### config.mk
export PLATFORM = sky130hd
export DESIGN_NAME = memctl_csr
export DESIGN_NICKNAME = d
export VERILOG_FILES = /design/src/rtl/memctl_csr_pkg.sv /design/src/rtl/memctl_csr_decode.sv /design/src/rtl/memctl_csr_diag.sv /design/src/rtl/memctl_csr_fault.sv /design/src/rtl/memctl_csr.sv
export SDC_FILE = /design/constraint.sdc
export NUM_CORES = 1
export LEC_CHECK = 0
export BUFFER_PORTS_ARGS = -buffer_cell sky130_fd_sc_hd__buf_2
export CAP_MARGIN = 0
export CORE_MARGIN = 2
export CORE_UTILIZATION = 35
export CTS_CLUSTER_DIAMETER = 60
export DETAILED_ROUTE_END_ITERATION = 6
export PLACE_DENSITY = 0.62
export SYNTH_ARGS = -nofsm -noshare
export SYNTH_HDL_FRONTEND = slang
export SYNTH_HIERARCHICAL = 1
export SYNTH_SLANG_ARGS = --single-unit
### constraint.sdc
create_clock -name clk -period 2.5 [get_ports clk]
set_input_delay 0.125 -clock clk [delete_from_list [all_inputs] [get_ports clk]]
set_output_delay 0.125 -clock clk [all_outputs]
set_load 0.02 [all_outputs]
### src/rtl/memctl_csr_pkg.sv
package memctl_csr_pkg;
  localparam int NREG    = 9;
  localparam int IX_EN   = 0;
  localparam int IX_DLY  = 1;
  localparam int IX_FST  = 2;
  localparam int IX_VID  = 3;
  localparam int IX_FA   = 4;
  localparam int IX_FB   = 5;
  localparam int IX_DIAG = 6;
  localparam int IX_EC0  = 7;
  localparam int IX_EC1  = 8;

  localparam logic [31:0] DLY_RST = 32'h0000_0020;
  localparam logic [31:0] FA_RST  = 32'h07C0_0000;
  localparam int ST_CE   = 0;
  localparam int ST_UE   = 3;
  localparam int ST_MULT = 16;
  localparam int EN_IE   = 1;

  function automatic logic [31:0] en_write(input logic [3:0] v, input logic [31:0] d);
    if (v == 4'd0) return d & 32'h0000_0103;
    return {v, 28'h0} | (d & 32'h0000_0BFF);
  endfunction

  function automatic logic [31:0] en_keep(input logic [3:0] v, input logic [31:0] cur);
    if (v == 4'd0) return cur & 32'h0000_0100;
    return cur & 32'hFF00_0BFC;
  endfunction

  function automatic logic [31:0] dly_write(input logic [31:0] d);
    return d & 32'h7FFF_FFFF;
  endfunction

  function automatic logic fault_raise(input logic [31:0] st, input logic ie);
    return st[ST_UE] | (st[ST_CE] & ie);
  endfunction
endpackage

### src/rtl/memctl_csr_decode.sv
module memctl_csr_decode #(
  parameter int ADDR_W = 13,
  parameter int NREG   = 9,
  localparam int IDX_W = ADDR_W - 3
) (
  input  logic              sel,
  input  logic              wr_en,
  input  logic [ADDR_W-1:0] addr,
  output logic [NREG-1:0]   wr_hit,
  output logic              rd_main,
  output logic [IDX_W-1:0]  idx,
  output logic              idx_ok,
  output logic              diag_wr,
  output logic              diag_rd,
  output logic [1:0]        diag_sel
);
  logic window;
  assign window   = addr[ADDR_W-1];
  assign idx      = addr[ADDR_W-2:2];
  assign idx_ok   = idx < IDX_W'(NREG);
  assign rd_main  = sel & ~wr_en & ~window;
  assign diag_wr  = sel & wr_en & window;
  assign diag_rd  = sel & ~wr_en & window;
  assign diag_sel = addr[1:0];

  for (genvar g = 0; g < NREG; g++) begin : g_hit
    assign wr_hit[g] = sel & wr_en & ~window & (idx == IDX_W'(g));
  end
endmodule

### src/rtl/memctl_csr_diag.sv
module memctl_csr_diag #(
  parameter bit PRESENT = 1'b1
) (
  input  logic       clk,
  input  logic       rst_n,
  input  logic       wr,
  input  logic [1:0] sel,
  input  logic [7:0] wbyte,
  output logic [7:0] rbyte
);
  if (PRESENT) begin : g_on
    logic [7:0] mem [4];
    always_ff @(posedge clk) begin
      if (!rst_n) begin
        for (int i = 0; i < 4; i++) mem[i] <= '0;
      end else if (wr) begin
        mem[sel] <= wbyte;
      end
    end
    assign rbyte = mem[sel];
  end else begin : g_off
    logic unused_diag;
    assign unused_diag = ^{clk, rst_n, wr, sel, wbyte};
    assign rbyte = '0;
  end
endmodule

### src/rtl/memctl_csr_fault.sv
module memctl_csr_fault
  import memctl_csr_pkg::*;
(
  input  logic        clk,
  input  logic        rst_n,
  input  logic        flt_valid,
  input  logic [31:0] flt_status,
  input  logic [31:0] flt_addr_a,
  input  logic [31:0] flt_addr_b,
  input  logic        st_wr,
  input  logic [31:0] wdata,
  input  logic        ie,
  output logic [31:0] status,
  output logic [31:0] fa_q,
  output logic [31:0] fb_q,
  output logic        irq
);
  logic raise;
  assign raise = flt_valid & fault_raise(flt_status, ie);

  always_ff @(posedge clk) begin
    if (!rst_n) begin
      status <= '0;
      fa_q   <= FA_RST;
      fb_q   <= '0;
      irq    <= 1'b0;
    end else begin
      if (flt_valid) begin
        status <= flt_status | (irq ? (32'd1 << ST_MULT) : 32'd0);
        fa_q   <= flt_addr_a;
        fb_q   <= flt_addr_b;
      end else if (st_wr) begin
        status <= wdata;
      end
      if (raise)      irq <= 1'b1;
      else if (st_wr) irq <= 1'b0;
    end
  end

  a_r4_status_write_drops_irq: assert property (@(posedge clk) disable iff (!rst_n)
    (st_wr && !flt_valid) |=> !irq);
  a_r11_uncorrectable_raises: assert property (@(posedge clk) disable iff (!rst_n)
    (flt_valid && flt_status[ST_UE]) |=> irq);
  a_r12_pending_marks_multiple: assert property (@(posedge clk) disable iff (!rst_n)
    (flt_valid && irq) |=> status[ST_MULT]);
  a_r5_fault_addr_held: assert property (@(posedge clk) disable iff (!rst_n)
    !flt_valid |=> ($stable(fa_q) && $stable(fb_q)));
endmodule

### src/rtl/memctl_csr.sv
module memctl_csr
  import memctl_csr_pkg::*;
#(
  parameter logic [3:0] VARIANT = 4'd0,
  parameter int ADDR_W = 13
) (
  input  logic              clk,
  input  logic              rst_n,
  input  logic              sel,
  input  logic              wr_en,
  input  logic [ADDR_W-1:0] addr,
  input  logic [31:0]       wdata,
  output logic [31:0]       rdata,
  output logic              irq,
  input  logic              flt_valid,
  input  logic [31:0]       flt_status,
  input  logic [31:0]       flt_addr_a,
  input  logic [31:0]       flt_addr_b
);
  localparam int IDX_W   = ADDR_W - 3;
  localparam bit DIAG_ON = (VARIANT == 4'd0);

  logic [NREG-1:0]  wr_hit;
  logic             rd_main, idx_ok, diag_wr, diag_rd;
  logic [IDX_W-1:0] idx;
  logic [1:0]       diag_sel;
  logic [7:0]       diag_byte;
  logic [31:0]      st_q, fa_q, fb_q, rd_word;
  logic [31:0]      en_q = {VARIANT, 28'h0};
  logic [31:0]      dly_q, vid_q, dg_q, ec0_q, ec1_q;

  memctl_csr_decode #(.ADDR_W(ADDR_W), .NREG(NREG)) u_dec (
    .sel(sel), .wr_en(wr_en), .addr(addr), .wr_hit(wr_hit), .rd_main(rd_main),
    .idx(idx), .idx_ok(idx_ok), .diag_wr(diag_wr), .diag_rd(diag_rd), .diag_sel(diag_sel)
  );

  memctl_csr_diag #(.PRESENT(DIAG_ON)) u_diag (
    .clk(clk), .rst_n(rst_n), .wr(diag_wr), .sel(diag_sel),
    .wbyte(wdata[7:0]), .rbyte(diag_byte)
  );

  memctl_csr_fault u_flt (
    .clk(clk), .rst_n(rst_n), .flt_valid(flt_valid), .flt_status(flt_status),
    .flt_addr_a(flt_addr_a), .flt_addr_b(flt_addr_b), .st_wr(wr_hit[IX_FST]),
    .wdata(wdata), .ie(en_q[EN_IE]), .status(st_q), .fa_q(fa_q), .fb_q(fb_q), .irq(irq)
  );

  always_ff @(posedge clk) begin
    if (!rst_n) begin
      en_q  <= en_keep(VARIANT, en_q);
      dly_q <= DLY_RST;
      vid_q <= '0;
      dg_q  <= '0;
      ec0_q <= '0;
      ec1_q <= '0;
    end else begin
      if (wr_hit[IX_EN])   en_q  <= en_write(VARIANT, wdata);
      if (wr_hit[IX_DLY])  dly_q <= dly_write(wdata);
      if (wr_hit[IX_VID])  vid_q <= wdata;
      if (wr_hit[IX_DIAG]) dg_q  <= wdata;
      if (wr_hit[IX_EC0])  ec0_q <= wdata;
      if (wr_hit[IX_EC1])  ec1_q <= wdata;
    end
  end

  logic [31:0] view [NREG];
  assign view[IX_EN]   = en_q;
  assign view[IX_DLY]  = dly_q;
  assign view[IX_FST]  = st_q;
  assign view[IX_VID]  = vid_q;
  assign view[IX_FA]   = fa_q;
  assign view[IX_FB]   = fb_q;
  assign view[IX_DIAG] = dg_q;
  assign view[IX_EC0]  = ec0_q;
  assign view[IX_EC1]  = ec1_q;

  always_comb begin
    rd_word = '0;
    if (idx_ok) begin
      for (int i = 0; i < NREG; i++) begin
        if (idx == IDX_W'(i)) rd_word = view[i];
      end
    end
  end

  always_ff @(posedge clk) begin
    if (!rst_n)       rdata <= '0;
    else if (rd_main) rdata <= rd_word;
    else if (diag_rd) rdata <= {24'h0, diag_byte};
  end

  a_r9_unmapped_reads_zero: assert property (@(posedge clk) disable iff (!rst_n)
    (rd_main && !idx_ok) |=> (rdata == 32'h0));
  a_r2_variant_in_enable: assert property (@(posedge clk) disable iff (!rst_n)
    (rd_main && idx == '0) |=> (rdata[31:28] == VARIANT));
  a_r1_read_holds: assert property (@(posedge clk) disable iff (!rst_n)
    !(sel && !wr_en) |=> $stable(rdata));
endmodule

==> results of run 1 <==
power by group:
part	leakage [nW]	switching [W]	internal (W)	total [W]
combinational	3.77	0.000678	0.000522	0.00120
clock	0.586	0.00220	0.00319	0.00540
sequential	2.68	0.0000837	0.00538	0.00546
total	7.03	0.00297	0.00910	0.0121
worst register-to-register path, delay by kind of cell, from the launching register on:
family | cells | cell delay, ps
mux | 1 | 480
flops | 1 | 400
compound gates | 2 | 400
simple gates | 2 | 160
worst min-delay path by stage:
stage / cells after the start / end / startpoint
4_1_cts: 3 / ec1_q[3] / wdata[3]
5_1_grt: 3 / dg_q[3] / wdata[3]
3_3_place_gp: 3 / u_flt/fa_q[26] / flt_addr_a[26]
3_5_place_dp: 3 / u_flt/fa_q[25] / flt_addr_a[25]
6_report: 3 / ec1_q[3] / wdata[3]
2_1_floorplan: 1 / u_flt/fa_q[22] / rst_n
layer usage:
layer  up-vias  routed length [um]
met3        85                3410
met2       473               23600
met5         -                  21
met4         4                1300
met1      6303               21700
li1       6114                   -
state kept, by name, summed over array words and instances (netlist names):
signal / count
dg_q: 32
dly_q: 31
ec0_q: 32
ec1_q: 32
en_q: 3
rdata: 32
u_diag/g_on.mem: 32
u_flt/fa_q: 32
u_flt/fb_q: 32
u_flt/irq: 1
u_flt/status: 32
vid_q: 32
through the flow:
| step | hold WS [ps] | cell area, um^2 | worst slack [ps] | power, W |
|---|---|---|---|---|
| floorplan | 187 | 15300 | 360 | 0.00614 |
| global placement | 345 | 16800 | 212 | 0.00658 |
| detailed placement | 349 | 16800 | 167 | 0.00660 |
| CTS | 7.38 | 19300 | 355 | 0.0121 |
| global route | 47.8 | 19300 | 225 | 0.0125 |
| finish | 40.5 | 19300 | 287 | 0.0121 |
layout by cell type, fill, tap and decap left out, types with 20 or more instances in the layout:
master	instances
a211oi_1	28
a21oi_1	71
a221oi_2	20
a311oi_1	24
a32o_1	22
buf_2	176
buf_4	54
clkbuf_16	37
dfxtp_1	288
dlygate4sd3_1	132
edfxtp_1	35
mux2i_1	311
nand2_1	44
nand3_1	37
nor2_1	249
nor2_2	21
nor2b_1	31
o21ai_0	51
o22ai_1	28
area by class of cell:
| cell class | count | area, um^2 | area share [%] |
|---|---|---|---|
| inverter | 21 | 85.1 | 0.441 |
| sequential | 323 | 6820 | 35.3 |
| timing repair buffer | 374 | 2850 | 14.7 |
| multi-input combinational | 1056 | 7630 | 39.5 |
| clock inverter | 12 | 120 | 0.622 |
| tap | 585 | 732 | 3.79 |
| clock buffer | 52 | 1070 | 5.55 |
==> results.json, run 1 <==
{
  "crit_path_cell_trace": "buf_2 > or4_1 > nor4_2 > buf_12 > nand2b_1 > a31oi_1 > dlygate4sd3_1",
  "finalSetupViolCount": 0,
  "synth_area_um2": 15300,
  "cts_num_sinks": 323,
  "power_density_nw_per_um2": 625,
  "cp-endpoint": "u_flt/irq",
  "reg2reg_from": "en_q[1]",
  "post-route-util_pct": 44.8,
  "cts_tree": "built",
  "clock_path_buffers": 3,
  "overflow": 0,
  "io_buffers": 178,
  "grt_pass1_wl_mm": 76.1,
  "cp_max_fo": 33,
  "yosysWarnings": 6,
  "grt_pass1_vias": 13100,
  "ir_worst_vdd_v": 0.000414,
  "critical_path.max_stage_delay_ps": 770,
  "clkSlewWorstSetupHoldPaths_ps": 60,
  "setup-tns-final_ps": 0,
  "startpoint_type": "input pin",
  "cts_resized": 0,
  "drive_gt1_share_pct": 21.1,
  "start_util_pct": 35.5,
  "clkLatencyLatePin_ps": 550,
  "die_h_um": 213,
  "crit_family": "simple AND/OR/NAND/NOR gates",
  "syn_to_final_growth_pct": 26.4,
  "finalNonFillerCells": 2423,
  "grt_max_degree": 84,
  "htree_levels": 2,
  "required_ps": 2920,
  "num-nets-final": 1959,
  "dieArea_um2": 45300,
  "routed_via_density": 5.36,
  "slew_violations": 0,
  "die_w_um": 213,
  "slew_headroom_pct": 48.7,
  "antenna_cells": 0,
  "fin_worst_skew_ps": 18.7,
  "path_buf_inv": 3,
  "hold_path.class": "input pin to register",
  "grt.total_usage_pct": 21.9,
  "startpoint": "addr[7]",
  "nFillCells": 4136,
  "cts_root_buf": "clkbuf_16",
  "avgSynthCellArea_um2": 9.84,
  "end_kind": "register",
  "leakagePower_nw": 7.03,
  "drtAntennaViolNets": 0,
  "final_hold_viol_count": 0,
  "r2r_slack_ps": 930,
  "hpwl_mm": 33.0,
  "io_pins": 179,
  "cp.arrival_ps": 2630,
  "fp.coreArea_um2": 43100,
  "rr_worst_depth": 5,
  "routed_wl_mm": 50.1,
  "timing.critical_path.depth": 7,
  "fmax_ghz": 0.452,
  "numCtsBuffers": 37,
  "worst_path_max_delay_cell": "or4_1",
  "maxCapViolations": 0,
  "post_drt_wl_per_cell_um": 20.7,
  "gr-usage-met2_pct": 36.1,
  "worst_slew_pin_slew_ps": 770,
  "hold_buffers": 132,
  "dp_cells": 2227,
  "path_class": "input pin to register",
  "antenna_found_initial": 2,
  "timing.rr.end": "rdata[1]",
  "top_usage_layer": "met2",
  "status": "finished, final reports clean",
  "rsz0062_at_grt": "no",
  "drc_errors": 0,
  "place_congestion": 0.825,
  "cts_setup_buffers": 0,
  "drtPass1Iterations": 5,
  "min_period_over_period_pct": 88.5,
  "use_met1_pct": 28.4,
  "period_needed_ps": 2210,
  "dr.first_iter.drc_count": 923,
  "netlist_instances": 1552,
  "syn_nets": 1698,
  "num_rows": 76,
  "num_vias": 13000,
  "met3_usage_pct": 4.62
}
(Power assumes the default switching activity.)
==> run 2, diff against run 1 <==
- GPL_TIMING_DRIVEN: not set -> 0
- PLACE_DENSITY: 0.62 -> 0.64
- clock period: 2.5 -> 1.9 ns (I/O delays scaled with it)
==> results.json, run 2 (synthesized netlist as in run 1, its figures left out) <==
{
  "crit_path_cell_trace": "buf_2 > buf_4 > or4_4 > or3_1 > nor3_2 > a21oi_1 > a31oi_1",
  "fin_worst_skew_ps": 22.1,
  "num_vias": 13800,
  "finalSetupViolCount": 0,
  "grt_pass1_vias": 13800,
  "finalNonFillerCells": 2505,
  "rr_worst_depth": 5,
  "overflow": 0,
  "io_pins": 179,
  "cts_tree": "built",
  "clock_path_buffers": 3,
  "critical_path.max_stage_delay_ps": 610,
  "grt_pass1_wl_mm": 82.0,
  "slew_headroom_pct": 12.9,
  "holdPathEnd": "u_flt/status[24]",
  "htree_levels": 2,
  "path_class": "input pin to register",
  "setup-tns-final_ps": 0,
  "cts_root_buf": "clkbuf_16",
  "slew_violations": 0,
  "worst_path_max_delay_cell": "or4_4",
  "io_buffers": 175,
  "placed_cell_area_um2": 16900,
  "worst_slew_pin_slew_ps": 1290,
  "place_congestion": 0.941,
  "numCtsBuffers": 36,
  "required_ps": 2350,
  "drtPass1Iterations": 6,
  "dieArea_um2": 45300,
  "final_cell_mix": "mux2i_1, dfxtp_1, nor2_1, buf_2, dlygate4sd3_1",
  "grt.total_usage_pct": 24.2,
  "grt_max_degree": 20,
  "holdPathStages": 3,
  "clkLatencyLatePin_ps": 540,
  "drc_errors": 0,
  "routed_wl_mm": 56.1,
  "antenna_cells": 0,
  "start_util_pct": 35.5,
  "num_rows": 76,
  "r2r_slack_ps": 280,
  "fmax_ghz": 0.534,
  "maxCapViolations": 0,
  "drive_gt1_share_pct": 21.8,
  "num-nets-final": 2041,
  "reg2reg_from": "en_q[1]",
  "cp_max_fo": 5,
  "rsz0062_at_grt": "yes",
  "cp.arrival_ps": 2330,
  "hold_path.class": "input pin to register",
  "hp-start": "flt_valid",
  "min_period_over_period_pct": 98.6,
  "hpwl_mm": 39.4,
  "die_h_um": 213,
  "final_hold_viol_count": 0,
  "status": "finished, final reports clean",
  "power_density_nw_per_um2": 815,
  "nFillCells": 4035,
  "fin_ws_ps": 26.5,
  "fp.coreArea_um2": 43100,
  "pre_cts_ws_ps": -1270,
  "dr.first_iter.drc_count": 1187,
  "syn_to_final_growth_pct": 27.8,
  "dp_cells": 2312,
  "final_common_cell": "mux2i_1",
  "stdcell_area_um2": 19500,
  "end_kind": "register",
  "leakagePower_nw": 7.20,
  "post_drt_wl_per_cell_um": 22.4,
  "ir_worst_vdd_v": 0.000546,
  "die_w_um": 213,
  "antenna_found_initial": 1,
  "drtAntennaViolNets": 0,
  "cts_num_sinks": 323,
  "clkSlewWorstSetupHoldPaths_ps": 60,
  "timing.rr.end": "rdata[1]",
  "routed_via_density": 5.49,
  "startpoint_type": "input pin",
  "period_needed_ps": 1870
}
## run 2: worst max-delay path: cells and delay by family
family / cells / cell delay, ps
AND/OR/NAND/NOR: 3 / 1630
AO/OA/AOI/OAI: 2 / 370
buffers and inverters: 2 / 240
## run 2: area by class of cell
type / instances / area (um^2) / share of cell area (%)
Sequential cell: 323 / 6820 / 34.9
Tap cell: 585 / 732 / 3.75
Timing Repair Buffer: 309 / 2210 / 11.3
Inverter: 21 / 78.8 / 0.404
Buffer: 148 / 878 / 4.50
Clock buffer: 49 / 1040 / 5.33
Multi-Input combinational cell: 1056 / 7630 / 39.1
Clock inverter: 14 / 135 / 0.692
## run 2: layer usage
layer  part of all wire [%]  track usage, %  vias to the layer above
li1                       -               -                     6278
met1                     41            31.2                     6722
met2                     47            40.7                      649
met3                    8.3            4.28                      110
met4                    3.1            8.87                        0
met5                      0               0                        -
## run 2: worst max path at each step
stage / startpoint / end / slack (ps) / cells after the start
after floorplan: addr[7] / dg_q[10] / -210 / 7
after global placement: wr_en / rdata[13] / -1220 / 8
after detailed placement: wr_en / rdata[12] / -1270 / 8
after CTS: addr[7] / dg_q[16] / 4 / 8
after global routing: addr[4] / vid_q[31] / -30 / 7
final: addr[7] / rdata[6] / 30 / 7
## run 2: timing repair
| item | CTS | global route |
|---|---|---|
| setup buffers | 0 | 1 |
| setup endpoints to repair | 112 | 140 |
| pin swaps | 0 | 1 |
| endpoints found under the hold margin | 250 | 1 |
| resized for setup | 33 | 37 |
| hold buffers | 132 | 1 |
## run 2: report_power, final
group / internal [W] / leakage (nW) / switching, W
Clock: 0.00413 / 0.587 / 0.00292
Combinational: 0.000694 / 3.94 / 0.000970
Sequential: 0.00708 / 2.68 / 0.000125
## run 2: stage by stage
step / power, W / hold slack [ps] / util, %
2_1_floorplan: 0.00808 / 157 / -
3_3_place_gp: 0.00872 / 311 / 39.2
3_5_place_dp: 0.00875 / 313 / 39.2
4_1_cts: 0.0159 / 12.8 / 45.1
5_1_grt: 0.0164 / 40.2 / 45.3
6_report: 0.0159 / 42.6 / 45.3
